### config.mk
export PLATFORM = sky130hd
export DESIGN_NAME = pkc_frame
export DESIGN_NICKNAME = d
export VERILOG_FILES = /design/src/rtl/pkc_frame.sv
export SDC_FILE = /design/constraint.sdc
export NUM_CORES = 1
export LEC_CHECK = 0
export ABC_AREA = 0
export BUFFER_PORTS_ARGS = -buffer_cell sky130_fd_sc_hd__buf_2
export CORE_AREA = 2 2 39 41
export DETAILED_ROUTE_END_ITERATION = 7
export DIE_AREA = 0 0 41 43
export PLACE_DENSITY = 0.78
export SLEW_MARGIN = 40
export SYNTH_ARGS = -nofsm -noshare
export SYNTH_HDL_FRONTEND = slang
export SYNTH_SLANG_ARGS = --single-unit
### constraint.sdc
create_clock -name clk -period 2.1 [get_ports clk]
set_input_delay 0.42 -clock clk [delete_from_list [all_inputs] [get_ports clk]]
set_output_delay 0.42 -clock clk [all_outputs]
set_load 0.01 [all_outputs]
### src/rtl/pkc_frame.sv
module pkc_frame #(
  parameter int unsigned ID_W = 8
) (
  input  logic            clk,
  input  logic            rst_n,
  input  logic            valid,
  input  logic            sop,
  input  logic            eop,
  input  logic [ID_W-1:0] id_in,
  output logic            in_pkt,
  output logic            frame_hit,
  output logic            id_hit,
  output logic            pkt_start
);
  logic            open_q,  open_d;
  logic            seen_q,  seen_d;
  logic [ID_W-1:0] last_q,  last_d;
  logic [ID_W-1:0] id_want;

  assign id_want   = last_q + ID_W'(1);
  assign pkt_start = valid & sop;
  assign frame_hit = valid & ((sop & open_q) | (eop & ~sop & ~open_q));
  assign id_hit    = pkt_start & seen_q & (id_in != id_want);
  assign in_pkt    = open_q;

  always_comb begin
    open_d = open_q;
    seen_d = seen_q;
    last_d = last_q;
    if (valid) begin
      if (sop) begin
        open_d = ~eop;
        seen_d = 1'b1;
        last_d = id_in;
      end else if (eop) begin
        open_d = 1'b0;
      end
    end
  end

  always_ff @(posedge clk or negedge rst_n) begin
    if (!rst_n) begin
      open_q <= 1'b0;
      seen_q <= 1'b0;
      last_q <= '0;
    end else begin
      open_q <= open_d;
      seen_q <= seen_d;
      last_q <= last_d;
    end
  end
endmodule

Word-level counts from Yosys, hierarchy flattened
Index checks and enable logic that the tools add are counted. Widths: inputs -> output; s select.

Flip-flop bits (word level): 10. Input bits: 13. Output and inout port bits: 4. Word-level logic and storage cells: 21.

Add/sub/neg operators: 1. Eq/ne operators: 1. Mux-type cells: 2. Bitwise gates (word level): 11. Reductions and logical operators: 3.

Operators with widths (number): $add 8x1->8 const B (1); $ne 8x8->1 (1); $and 1x1->1 (7); $reduce_and 2->1 (2); $not 1->1 (3); $mux 1 (2); $reduce_bool 2->1 (1); $or 1x1->1 (1).

Logic depth before layout (Yosys ltp)
Gate-level depths: netlist of run 1.

Word-level depth: 5. Gate-level depth with buffers: 5. Gate-level depth less buffers: 5.

Least setup slack after synthesis of run 1
OpenSTA, ideal clock, no wires.

Kind: register to output. From: register last_q[0]. To: output id_hit. Arrival: 1.531 ns. Data required time: 1.680 ns. Slack: 0.149 ns. Cell stages (with the launch flop): 6. Buffers on the path: 0. Cells stage by stage: dfrtp_1 ha_1 nand2_1 or3_1 a2111oi_2 a31oi_1.

Cells in the longest elaborated chain, start to end: 3.

RTL lines: start: declaration (RTL line 17) `logic [ID_W-1:0] last_q, last_d;`; start signal: assignment (RTL line 49) `last_q <= last_d;`; $add 8x1->8 (RTL line 20) `assign id_want = last_q + ID_W'(1);`; $ne 8x8->1 (RTL line 23) `assign id_hit = pkt_start & seen_q & (id_in != id_want);`; $and 1x1->1 (RTL line 23); end: declaration (RTL line 12) `output logic id_hit,`.

No other way between the ends.

Worst setup path after layout of run 1
From: register last_q[5]. To: output id_hit.

Same word-level chain as after synthesis.

==> results of run 1 <==
==> cell type report <==
type / instances / area (um^2)
multi-input combinational: 45 / 385.4
clock buffer: 4 / 36.28
sequential: 10 / 251.5
inverter: 3 / 11.26
fill: 112 / 536.8
tap: 16 / 20.02
timing repair buffer: 24 / 142.6
==> registers in the layout (all words and copies together) (netlist names) <==
register	cells
last_q	8
seen_q	1
in_pkt	1
==> worst reg2reg max path, stage by stage (launching register included) <==
cell and delay [ns]:
dfrtp_1 0.40, buf_4 0.15, mux2_2 0.25
==> metrics by stage <==
step | std cells | TNS [ns] | hold slack (ns) | total power [mW] | worst slack [ns]
floorplan | 60 | 0 | 0.1244 | 0.3501 | 0.1487
global placement | 96 | 0 | 0.2887 | 0.4054 | 0.05131
detailed placement | 96 | 0 | 0.2908 | 0.4138 | 0.04977
CTS | 102 | -0.09239 | 0.3206 | 0.6078 | -0.09239
global route | 102 | -0.2048 | 0.3404 | 0.6503 | -0.2048
finish | 102 | -0.08842 | 0.3270 | 0.6140 | -0.08842
==> cells in the final DEF, fill, tap and decap left out, types with 2 or more instances in the layout <==
| master | synthesis | layout |
|---|---|---|
| a31oi_1 | 2 | 2 |
| buf_2 | 1 | 16 |
| buf_4 | 0 | 7 |
| clkbuf_4 | 0 | 3 |
| dfrtp_1 | 10 | 9 |
| inv_1 | 3 | 3 |
| mux2_2 | 6 | 6 |
| nand2_1 | 7 | 6 |
| nand3_1 | 2 | 2 |
| o21ai_0 | 3 | 2 |
| xnor2_1 | 5 | 5 |
| xor2_1 | 5 | 4 |
==> power breakdown <==
part	switching, mW	internal, mW	leakage [nW]
Sequential	0.0222	0.217	0.115
Combinational	0.0968	0.102	0.242
Clock	0.0710	0.105	0.0210
==> what timing repair did <==
item | in CTS | in global routing
resized for setup | 6 | 3
endpoints found under the setup margin | 1 | 1
hold buffers | 1 | 0
buffers inserted | 1 | 0
endpoints found under the hold margin | 10 | 0
pin swaps | 5 | 0
==> metal layers <==
| layer | wire length, um | vias to the layer above | share of wire (%) | track usage [%] |
|---|---|---|---|---|
| met2 | 772 | 11 | 53 | 29.69 |
| li1 | - | 267 | - | - |
| met5 | 0 | - | 0 | 0 |
| met3 | 45 | 2 | 3.1 | 1.571 |
| met4 | 8 | 0 | 0.55 | 12.00 |
| met1 | 623 | 277 | 43 | 24.41 |
==> worst max-delay path by stage <==
stage / start / endpoint / depth (start not counted)
6_report: last_q[5] / id_hit / 5
2_1_floorplan: last_q[0] / id_hit / 5
3_5_place_dp: id_in[6] / id_hit / 6
5_1_grt: last_q[1] / id_hit / 7
3_3_place_gp: id_in[6] / id_hit / 6
4_1_cts: last_q[1] / id_hit / 6
==> kinds of logic (layout without fill, tap and decap cells) <==
family	Yosys count	count (layout)	synth area share (%)
simple gates	15	15	12.20
compound gates	12	12	15.04
flops	10	10	40.65
buf+inv	5	31	3.251
mux	6	6	10.97
xor+xnor	10	10	14.23
fa+ha+maj	2	2	3.658
==> impl_metrics.sql, run 1 <==
INSERT INTO impl_metrics (metric_group, metric, value, unit) VALUES
('sta', 'timing.final.hold_violations', '0', ''),
('critical_path', 'setup.worst_path.start_class', 'flop', ''),
('critical_path', 'endpoint_type_of_the_worst_setup_path', 'output pin', ''),
('outcome', 'violated_checks', 'negative setup slack', ''),
('detailed_routing', 'dr.first_iter.drc_count', '1', ''),
('hold_path', 'worst_hold_path_type', 'in2reg', ''),
('power', 'p_per_area', '724.8', 'nW/um^2'),
('critical_path', 'reg2reg_from', 'last_q[6]', ''),
('sta', 'period_needed', '2.188', 'ns'),
('power', 'pleak', '0.3782', 'nW'),
('placement', 'gp_congestion', '0.7211', ''),
('detailed_routing', 'drt-vias-per-instance', '5.461', ''),
('clocking', 'worst_skew_pair.late_latency', '0.27', 'ns'),
('sta', 'postLayoutSetupSlackWorst', '-0.08842', 'ns'),
('synth', 'yosys_most_used_dff', 'dfrtp_1', ''),
('floorplan', 'die_area', '1763', 'um^2'),
('floorplan', 'coreArea', '1384', 'um^2'),
('finish', 'syn_to_final_growth', '37.60', '%'),
('grt', 'grt_usage', '19.18', '%'),
('clocking', 'h-tree-depth', '1', ''),
('floorplan', 'top_level_i_o_count', '17', ''),
('synth', 'synth_largest_area_cell', 'dfrtp_1', ''),
('outcome', 'status', 'finished, violations left', ''),
('sta', 'finClkSkew', '0', 'ns'),
('critical_path', 'worstPathRequired', '1.68', 'ns'),
('synth', 'postSynthAreaPerCell', '10.26', 'um^2'),
('detailed_routing', 'ant_nets', '0', ''),
('critical_path', 'setup.reg_to_reg.worst_slack', '1.18', 'ns'),
('placement', 'io_buffers', '16', ''),
('clocking', 'cts.root.buffer_cell', 'clkbuf_4', ''),
('synth', 'ys_ff_latch', '10', ''),
('floorplan', 'fp.dieW', '41', 'um'),
('grt', 'grt_first_pass_wirelength', '2221', 'um'),
('synth', 'portion_of_the_post_synthesis_area_used_by_sequential_elements', '40.65', '%'),
('clocking', 'cts.path.max_buffers', '2', ''),
('power', 'ir_drop', '0.0003849', 'V'),
('detailed_routing', 'drc', '0', ''),
('clocking', 'cts_tree', 'built', ''),
('flow_run', 'maxcap_violations', '0', ''),
('sta', 'slew_headroom', '81.39', '%'),
('synth', 'synth_area', '615.6', 'um^2'),
('hold_path', 'hp-start', 'eop', ''),
('finish', 'fin_nets', '101', ''),
('sta', 'setup_repair_after_global_routing_missed_its_margin', 'true', ''),
('critical_path', 'cp.buffers_inverters', '1', ''),
('detailed_routing', 'detailroute.via_count', '557', ''),
('floorplan', 'die_h', '43', 'um'),
('hold_path', 'worst_hold_path.num_cells', '2', ''),
('floorplan', 'start_util', '44.48', '%'),
('detailed_routing', 'wl_per_cell', '14.21', 'um'),
('grt', 'antenna_found_initial', '0', ''),
('synth', 'top_count_cell_post_synth', 'dfrtp_1', ''),
('sta', 'report.final.setup_viol', '1', ''),
('synth', 'synth.net_count', '74', ''),
('placement', 'place.detailed.hpwl', '1021', 'um'),
('synth', 'synth_enable_flop_cells', '0', ''),
('synth', 'leading_post_synthesis_cells_by_cell_area', 'dfrtp_1 (41%), mux2_2 (11%), xnor2_1 (7.1%)', ''),
('critical_path', 'cp_slowest_cell', 'dfrtp_2', ''),
('hold_path', 'worstHoldEndpoint', 'in_pkt', ''),
('finish', 'final_cell_area', '847.1', 'um^2'),
('synth', 'synth.top_cell.area_share', '40.65', '%'),
('clocking', 'clkTransAtPathRegs', '0.07', 'ns'),
('critical_path', 'critical_path.cell_chain', 'nand3_1, or3_4, a2111oi_4, a31oi_1, buf_2', ''),
('finish', 'diode_count', '0', ''),
('sta', 'tightestPinTransition', '0.2778', 'ns'),
('clocking', 'numClockSinks', '10', ''),
('grt', 'grt_start_max_net_pins', '12', ''),
('sta', 'clock.fmax', '0.4570', 'GHz'),
('critical_path', 'worstPathMaxFanout', '6', ''),
('grt', 'grt_remaining_overflow', '0', ''),
('detailed_routing', 'drt_first_pass_iters', '4', '');
Power figures use the tool's default switching activity.
==> run 2: changes to the inputs <==
--- a/config.mk
+++ b/config.mk
@@ -8,6 +8,7 @@
 export ABC_AREA = 0
 export BUFFER_PORTS_ARGS = -buffer_cell sky130_fd_sc_hd__buf_2
 export CORE_AREA = 2 2 39 41
+export CTS_BUF_LIST = sky130_fd_sc_hd__clkbuf_2
 export DETAILED_ROUTE_END_ITERATION = 7
 export DIE_AREA = 0 0 41 43
 export PLACE_DENSITY = 0.78
@@ -15,3 +16,4 @@
 export SYNTH_ARGS = -nofsm -noshare
 export SYNTH_HDL_FRONTEND = slang
 export SYNTH_SLANG_ARGS = --single-unit
+export TNS_END_PERCENT = 1
==> run 2 against run 1 <==
The run still ends with negative setup slack left. Routed wire length shrank 5.2%. Combinational power is 5% higher. Critical path type unchanged. Clock power is 37% lower. Critical endpoint unchanged.
==> impl_metrics.sql, run 2 (synthesis gave the netlist of run 1 again) <==
INSERT INTO impl_metrics (metric_group, metric, value, unit) VALUES
('outcome', 'status', 'finished, violations left', ''),
('outcome', 'violated_checks', 'negative setup slack', ''),
('grt', 'grt_start_max_net_pins', '12', ''),
('finish', 'post_route_cells_drive_above_1_share', '47.73', '%'),
('detailed_routing', 'wl_per_cell', '13.21', 'um'),
('power', 'clkPwrFrac', '19.9', '%'),
('clocking', 'h-tree-depth', '1', ''),
('floorplan', 'std_cell_rows', '14', ''),
('clocking', 'cts.path.max_buffers', '2', ''),
('floorplan', 'die_h', '43', 'um'),
('detailed_routing', 'drc', '0', ''),
('sta', 'finalSetupTns', '-0.1242', 'ns'),
('floorplan', 'start_util', '44.48', '%'),
('critical_path', 'crit_path_max_incr_delay', '0.40', 'ns'),
('clocking', 'clkTransAtPathRegs', '0.10', 'ns'),
('finish', 'final_cell_mix', 'buf_2 (16), dfrtp_1 (9), buf_4 (9)', ''),
('critical_path', 'setup.worst_path.class', 'reg2out', ''),
('power', 'ir_drop', '0.0003660', 'V'),
('critical_path', 'worstPathRequired', '1.68', 'ns'),
('floorplan', 'coreArea', '1384', 'um^2'),
('sta', 'period_needed', '2.224', 'ns'),
('placement', 'detailedPlace.worstSlack', '0.04977', 'ns'),
('finish', 'fin_nets', '103', ''),
('power', 'p_per_area', '653.4', 'nW/um^2'),
('sta', 'slew_headroom', '74.57', '%'),
('critical_path', 'setup.worst_path.start_class', 'flop', ''),
('clocking', 'worst_skew_pair.late_latency', '0.26', 'ns'),
('hold_path', 'worst_hold_path_type', 'in2reg', ''),
('clocking', 'cts_tree', 'built', ''),
('detailed_routing', 'dr.first_iter.drc_count', '5', ''),
('power', 'switching_share', '33.75', '%'),
('grt', 'antenna_found_initial', '0', ''),
('sta', 'layout_worst_path_cycle_share', '105.9', '%'),
('power', 'p_seq_share', '42.6', '%'),
('placement', 'place.detailed.hpwl', '1021', 'um'),
('sta', 'timing.final.hold_violations', '0', ''),
('critical_path', 'critPathTopFamily', 'compound AO/OA/AOI/OAI gates', ''),
('sta', 'postLayoutSetupSlackWorst', '-0.1242', 'ns'),
('detailed_routing', 'postRouteWirelength', '1374', 'um'),
('detailed_routing', 'detailroute.via_count', '558', ''),
('critical_path', 'endpoint_type_of_the_worst_setup_path', 'output pin', ''),
('placement', 'io_buffers', '16', ''),
('critical_path', 'worstSetupStartpoint', 'last_q[1]', ''),
('detailed_routing', 'ant_nets', '0', ''),
('finish', 'max_ffs_per_register', '8', ''),
('finish', 'syn_to_final_growth', '37.20', '%'),
('placement', 'gp_congestion', '0.7211', ''),
('sta', 'report.final.setup_viol', '1', ''),
('clocking', 'cts.root.buffer_cell', 'clkbuf_2', ''),
('power', 'pleak', '0.3813', 'nW'),
('finish', 'top_register', 'last_q', ''),
('grt', 'grt_first_pass_wirelength', '2139', 'um'),
('finish', 'diode_count', '0', ''),
('floorplan', 'fp.dieW', '41', 'um'),
('critical_path', 'cp_slowest_cell', 'dfrtp_1', ''),
('critical_path', 'worst_ep_arrival_time', '1.80', 'ns'),
('floorplan', 'top_level_i_o_count', '17', ''),
('critical_path', 'critical_path.cell_chain', 'ha_2, nand2_2, buf_4, o21ai_0, a2111oi_4, a31oi_1, buf_2', ''),
('flow_run', 'maxcap_violations', '0', ''),
('grt', 'grt_usage', '18.49', '%'),
('sta', 'drv_slew', '0', ''),
('clocking', 'numClockSinks', '10', ''),
('critical_path', 'worstPathMaxFanout', '2', ''),
('critical_path', 'cp.buffers_inverters', '2', ''),
('grt', 'vias_in_the_first_global_route', '541', ''),
('detailed_routing', 'drt-vias-per-instance', '5.365', ''),
('floorplan', 'die_area', '1763', 'um^2'),
('power', 'power.net_switching', '0.1862', 'mW'),
('detailed_routing', 'drt_first_pass_iters', '3', ''),
('sta', 'clock.fmax', '0.4496', 'GHz'),
('finish', 'layout_commonest_cell', 'buf_2', ''),
('critical_path', 'reg2reg_from', 'last_q[6]', ''),
('sta', 'tightestPinTransition', '0.3774', 'ns'),
('sta', 'setup_repair_after_global_routing_missed_its_margin', 'true', ''),
('grt', 'grt_remaining_overflow', '0', ''),
('power', 'cell_internal_pwr', '0.3656', 'mW'),
('clocking', 'inserted_clock_buffers', '3', ''),
('sta', 'finClkSkew', '0', 'ns'),
('power', 'power_frac_comb', '37.5', '%'),
('hold_path', 'hp-start', 'eop', '');
[run 2: layout make-up]
| class | count | area, um^2 |
|---|---|---|
| Timing Repair Buffer | 26 | 157.7 |
| Sequential cell | 10 | 251.5 |
| Clock buffer | 3 | 15.01 |
| Clock inverter | 1 | 3.754 |
| Inverter | 3 | 11.26 |
| Fill cell | 115 | 539.3 |
| Tap cell | 16 | 20.02 |
| Multi-Input combinational cell | 45 | 385.4 |
[run 2: routing by layer]
metal  track usage (%)  part of all wire, %  up-vias
li1                  -                    -      271
met4             14.00                  2.5        0
met3             1.571                  3.0        4
met5                 0                    0        -
met2             27.81                   50       11
met1             23.13                   44      272
[run 2: worst paths after layout]
check | endpoint | slack, ns | cells after the start
setup / recovery | id_hit | -0.12 | 7
hold / removal | in_pkt | 0.33 | 2
setup reg to reg | last_q[6] | 1.18 | 2
hold reg to reg | seen_q | 0.49 | 1
max in group asynchronous | last_q[5] | 1.36 | 2
min in group asynchronous | last_q[7] | 0.54 | 2
[run 2: timing repair]
item	4_1_cts	5_1_grt
pin swaps	5	0
resized for setup	6	2
endpoints found under the setup margin	1	1
endpoints found under the hold margin	8	0
hold buffers	1	0
setup buffers	3	0
[run 2: stage by stage]
step / instance area, um^2 / cells / util (%) / total power [mW] / hold WS [ns]
6_report: 844.6 / 104 / 61.03 / 0.5518 / 0.3324
5_1_grt: 844.6 / 104 / 61.03 / 0.5871 / 0.3315
4_1_cts: 827.0 / 104 / 59.76 / 0.5487 / 0.3137
3_5_place_dp: 752.0 / 96 / 54.34 / 0.4138 / 0.2908
3_3_place_gp: 752.0 / 96 / 54.34 / 0.4054 / 0.2887
2_1_floorplan: 615.6 / 60 / - / 0.3501 / 0.1244
[run 2: worst register-to-register path, stage by stage, from the launching register on]
cell and delay [ns]:
dfrtp_1 0.41, buf_4 0.15, mux2_2 0.25
[run 2: power groups by stage]
| stage | clock (mW) | combinational, mW | sequential, mW |
|---|---|---|---|
| 3_5_place_dp | 0 | 0.172 | 0.241 |
| 4_1_cts | 0.116 | 0.198 | 0.235 |
| 3_3_place_gp | 0 | 0.166 | 0.240 |
| 5_1_grt | 0.122 | 0.227 | 0.239 |
| 2_1_floorplan | 0 | 0.109 | 0.241 |
| 6_report | 0.110 | 0.207 | 0.235 |
==> run 3: changes to the inputs <==
==> constraint.sdc (replaced) <==
create_clock -name clk -period 2.1 [get_ports clk]
set_input_delay 0.42 -clock clk [delete_from_list [all_inputs] [get_ports clk]]
set_output_delay 0.42 -clock clk [all_outputs]
set_load 0.1 [all_outputs]
==> run 3 against run 2 <==
The flow still finishes with violations (negative setup slack). Combinational power grew 42%. Final cell count grew 6.7%. Critical path depth is the same. Largest cell class unchanged. Highest routed layer unchanged.
==> impl_metrics.sql, run 3 (synthesis gave the netlist of run 1 again) <==
INSERT INTO impl_metrics (metric_group, metric, value, unit) VALUES
('sta', 'finClkSkew', '0', 'ns'),
('sta', 'tightestPinTransition', '0.4844', 'ns'),
('finish', 'post_route_cells_drive_above_1_share', '55.79', '%'),
('floorplan', 'coreArea', '1384', 'um^2'),
('clocking', 'clkTransAtPathRegs', '0.10', 'ns'),
('sta', 'drv_slew', '0', ''),
('floorplan', 'std_cell_rows', '14', ''),
('power', 'clkPwrFrac', '17.3', '%'),
('critical_path', 'setup.worst_path.class', 'reg2out', ''),
('finish', 'fillers', '106', ''),
('grt', 'antenna_found_initial', '0', ''),
('grt', 'grt_usage', '21.71', '%'),
('sta', 'clock.fmax', '0.4320', 'GHz'),
('power', 'pleak', '0.4196', 'nW'),
('floorplan', 'die_h', '43', 'um'),
('critical_path', 'critical_path.cell_chain', 'ha_2, nand2_2, buf_4, o21ai_1, a2111oi_4, a31oi_4, buf_12', ''),
('sta', 'layout_worst_path_cycle_share', '110.2', '%'),
('floorplan', 'top_level_i_o_count', '17', ''),
('detailed_routing', 'drt-vias-per-instance', '5.225', ''),
('clocking', 'h-tree-depth', '1', ''),
('clocking', 'cts.root.buffer_cell', 'clkbuf_2', ''),
('detailed_routing', 'drt_first_pass_iters', '3', ''),
('detailed_routing', 'wl_per_cell', '13.77', 'um'),
('outcome', 'status', 'finished, violations left', ''),
('power', 'p_seq_share', '36.6', '%'),
('outcome', 'violated_checks', 'negative setup slack', ''),
('grt', 'grt_first_pass_wirelength', '2456', 'um'),
('finish', 'postLayoutCoreUtil', '69.08', '%'),
('flow_run', 'maxcap_violations', '0', ''),
('hold_path', 'worst_hold_path_type', 'in2reg', ''),
('placement', 'gp_congestion', '0.7513', ''),
('critical_path', 'cp_slowest_cell', 'a2111oi_4', ''),
('power', 'power.net_switching', '0.2433', 'mW'),
('grt', 'vias_in_the_first_global_route', '571', ''),
('finish', 'diode_count', '0', ''),
('sta', 'postLayoutSetupSlackWorst', '-0.2147', 'ns'),
('grt', 'grt_remaining_overflow', '0', ''),
('placement', 'placed_cell_area', '858.3', 'um^2'),
('detailed_routing', 'dr.first_iter.drc_count', '2', ''),
('critical_path', 'setup.worst_path.start_class', 'flop', ''),
('critical_path', 'worstPathMaxFanout', '2', ''),
('clocking', 'cts_tree', 'built', ''),
('finish', 'fin_nets', '110', ''),
('sta', 'fin_hold_ws', '0.3356', 'ns'),
('detailed_routing', 'detailroute.via_count', '580', ''),
('floorplan', 'die_area', '1763', 'um^2'),
('power', 'p_per_area', '668.7', 'nW/um^2'),
('detailed_routing', 'drc', '0', ''),
('power', 'ir_drop', '0.0003201', 'V'),
('finish', 'final_cell_mix', 'buf_4 (16), buf_2 (14), dfrtp_1 (9)', ''),
('sta', 'period_needed', '2.315', 'ns'),
('detailed_routing', 'postRouteWirelength', '1528', 'um'),
('placement', 'detailedPlace.worstSlack', '-0.1514', 'ns'),
('power', 'power_frac_comb', '46.1', '%'),
('placement', 'place.detailed.hpwl', '1093', 'um'),
('clocking', 'cts.path.max_buffers', '2', ''),
('critical_path', 'worst_ep_arrival_time', '1.89', 'ns'),
('finish', 'max_ffs_per_register', '8', ''),
('clocking', 'inserted_clock_buffers', '3', ''),
('finish', 'syn_to_final_growth', '55.28', '%'),
('finish', 'layout_commonest_cell', 'buf_4', ''),
('critical_path', 'endpoint_type_of_the_worst_setup_path', 'output pin', ''),
('placement', 'io_buffers', '16', ''),
('detailed_routing', 'ant_nets', '0', ''),
('finish', 'top_register', 'last_q', ''),
('sta', 'setup_repair_after_global_routing_missed_its_margin', 'true', ''),
('sta', 'report.final.setup_viol', '1', ''),
('grt', 'grt_start_max_net_pins', '12', ''),
('floorplan', 'fp.dieW', '41', 'um'),
('floorplan', 'start_util', '44.48', '%'),
('clocking', 'numClockSinks', '10', ''),
('critical_path', 'crit_path_max_incr_delay', '0.42', 'ns'),
('power', 'cell_internal_pwr', '0.3959', 'mW'),
('sta', 'timing.final.hold_violations', '0', ''),
('clocking', 'worst_skew_pair.late_latency', '0.26', 'ns'),
('finish', 'final_cell_area', '955.9', 'um^2'),
('sta', 'slew_headroom', '67.93', '%'),
('critical_path', 'worstPathRequired', '1.68', 'ns'),
('power', 'switching_share', '38.06', '%'),
('power', 'power', '0.6392', 'mW');
-- run 3: changes by cell type in the layout (fill, tap and decap cells not counted), sizes merged --
cell and delta:
inv -1, clkinvlp +1, buf +7
-- run 3: final timing paths --
path	slack, ns	depth (start not counted)	startpoint	end
worst min-delay path	0.34	2	eop	in_pkt
worst min register to register	0.53	1	seen_q	seen_q
min in group asynchronous	0.55	2	rst_n	last_q[3]
max in group asynchronous	1.35	2	rst_n	in_pkt
worst max register to register	1.18	2	last_q[3]	last_q[3]
worst max-delay path	-0.21	7	last_q[0]	id_hit
-- run 3: power by group through the flow --
| stage | clock network, mW | registers, mW | logic [mW] |
|---|---|---|---|
| after floorplan | 0 | 0.257 | 0.154 |
| after global placement | 0 | 0.240 | 0.250 |
| after detailed placement | 0 | 0.242 | 0.257 |
| after CTS | 0.114 | 0.234 | 0.285 |
| after global routing | 0.127 | 0.238 | 0.314 |
| final | 0.111 | 0.234 | 0.294 |
-- run 3: layer usage --
metal,vias up,GRT usage [%],wire [um]
li1,291,-,-
met1,273,24.32,604
met2,11,36.56,842
met3,5,0,28
met4,0,16.00,53
met5,-,0,0
-- run 3: final cells by class --
| type | instances | area [um^2] | area share (%) |
|---|---|---|---|
| Multi-Input combinational cell | 45 | 410.4 | 42.93 |
| Sequential cell | 10 | 251.5 | 26.31 |
| Timing Repair Buffer | 33 | 240.2 | 25.13 |
| Tap cell | 16 | 20.02 | 2.094 |
| Clock buffer | 3 | 15.01 | 1.571 |
| Inverter | 3 | 15.01 | 1.571 |
| Clock inverter | 1 | 3.754 | 0.3927 |
-- run 3: through the flow --
step	std cells	TNS (ns)
2_1_floorplan	60	-0.07681
4_1_cts	111	-0.2591
3_3_place_gp	102	-0.1405
3_5_place_dp	102	-0.1514
5_1_grt	111	-0.3019
6_report	111	-0.2147
-- run 3: repair_timing --
action | CTS | global route
buffers inserted | 4 | 0
resized for setup | 7 | 3
setup endpoints to repair | 1 | 1
pin swaps | 4 | 1
hold buffers | 1 | 0
endpoints found under the hold margin | 10 | 0
-- run 3: critical path: cells and delay by family, from the launching register on --
family | cells | cell delay (ns)
DFF | 1 | 0.40
adders and majority gates | 1 | 0.19
AOI/OAI and AO/OA | 3 | 0.67
buffers and inverters | 2 | 0.30
and+or+nand+nor | 1 | 0.07
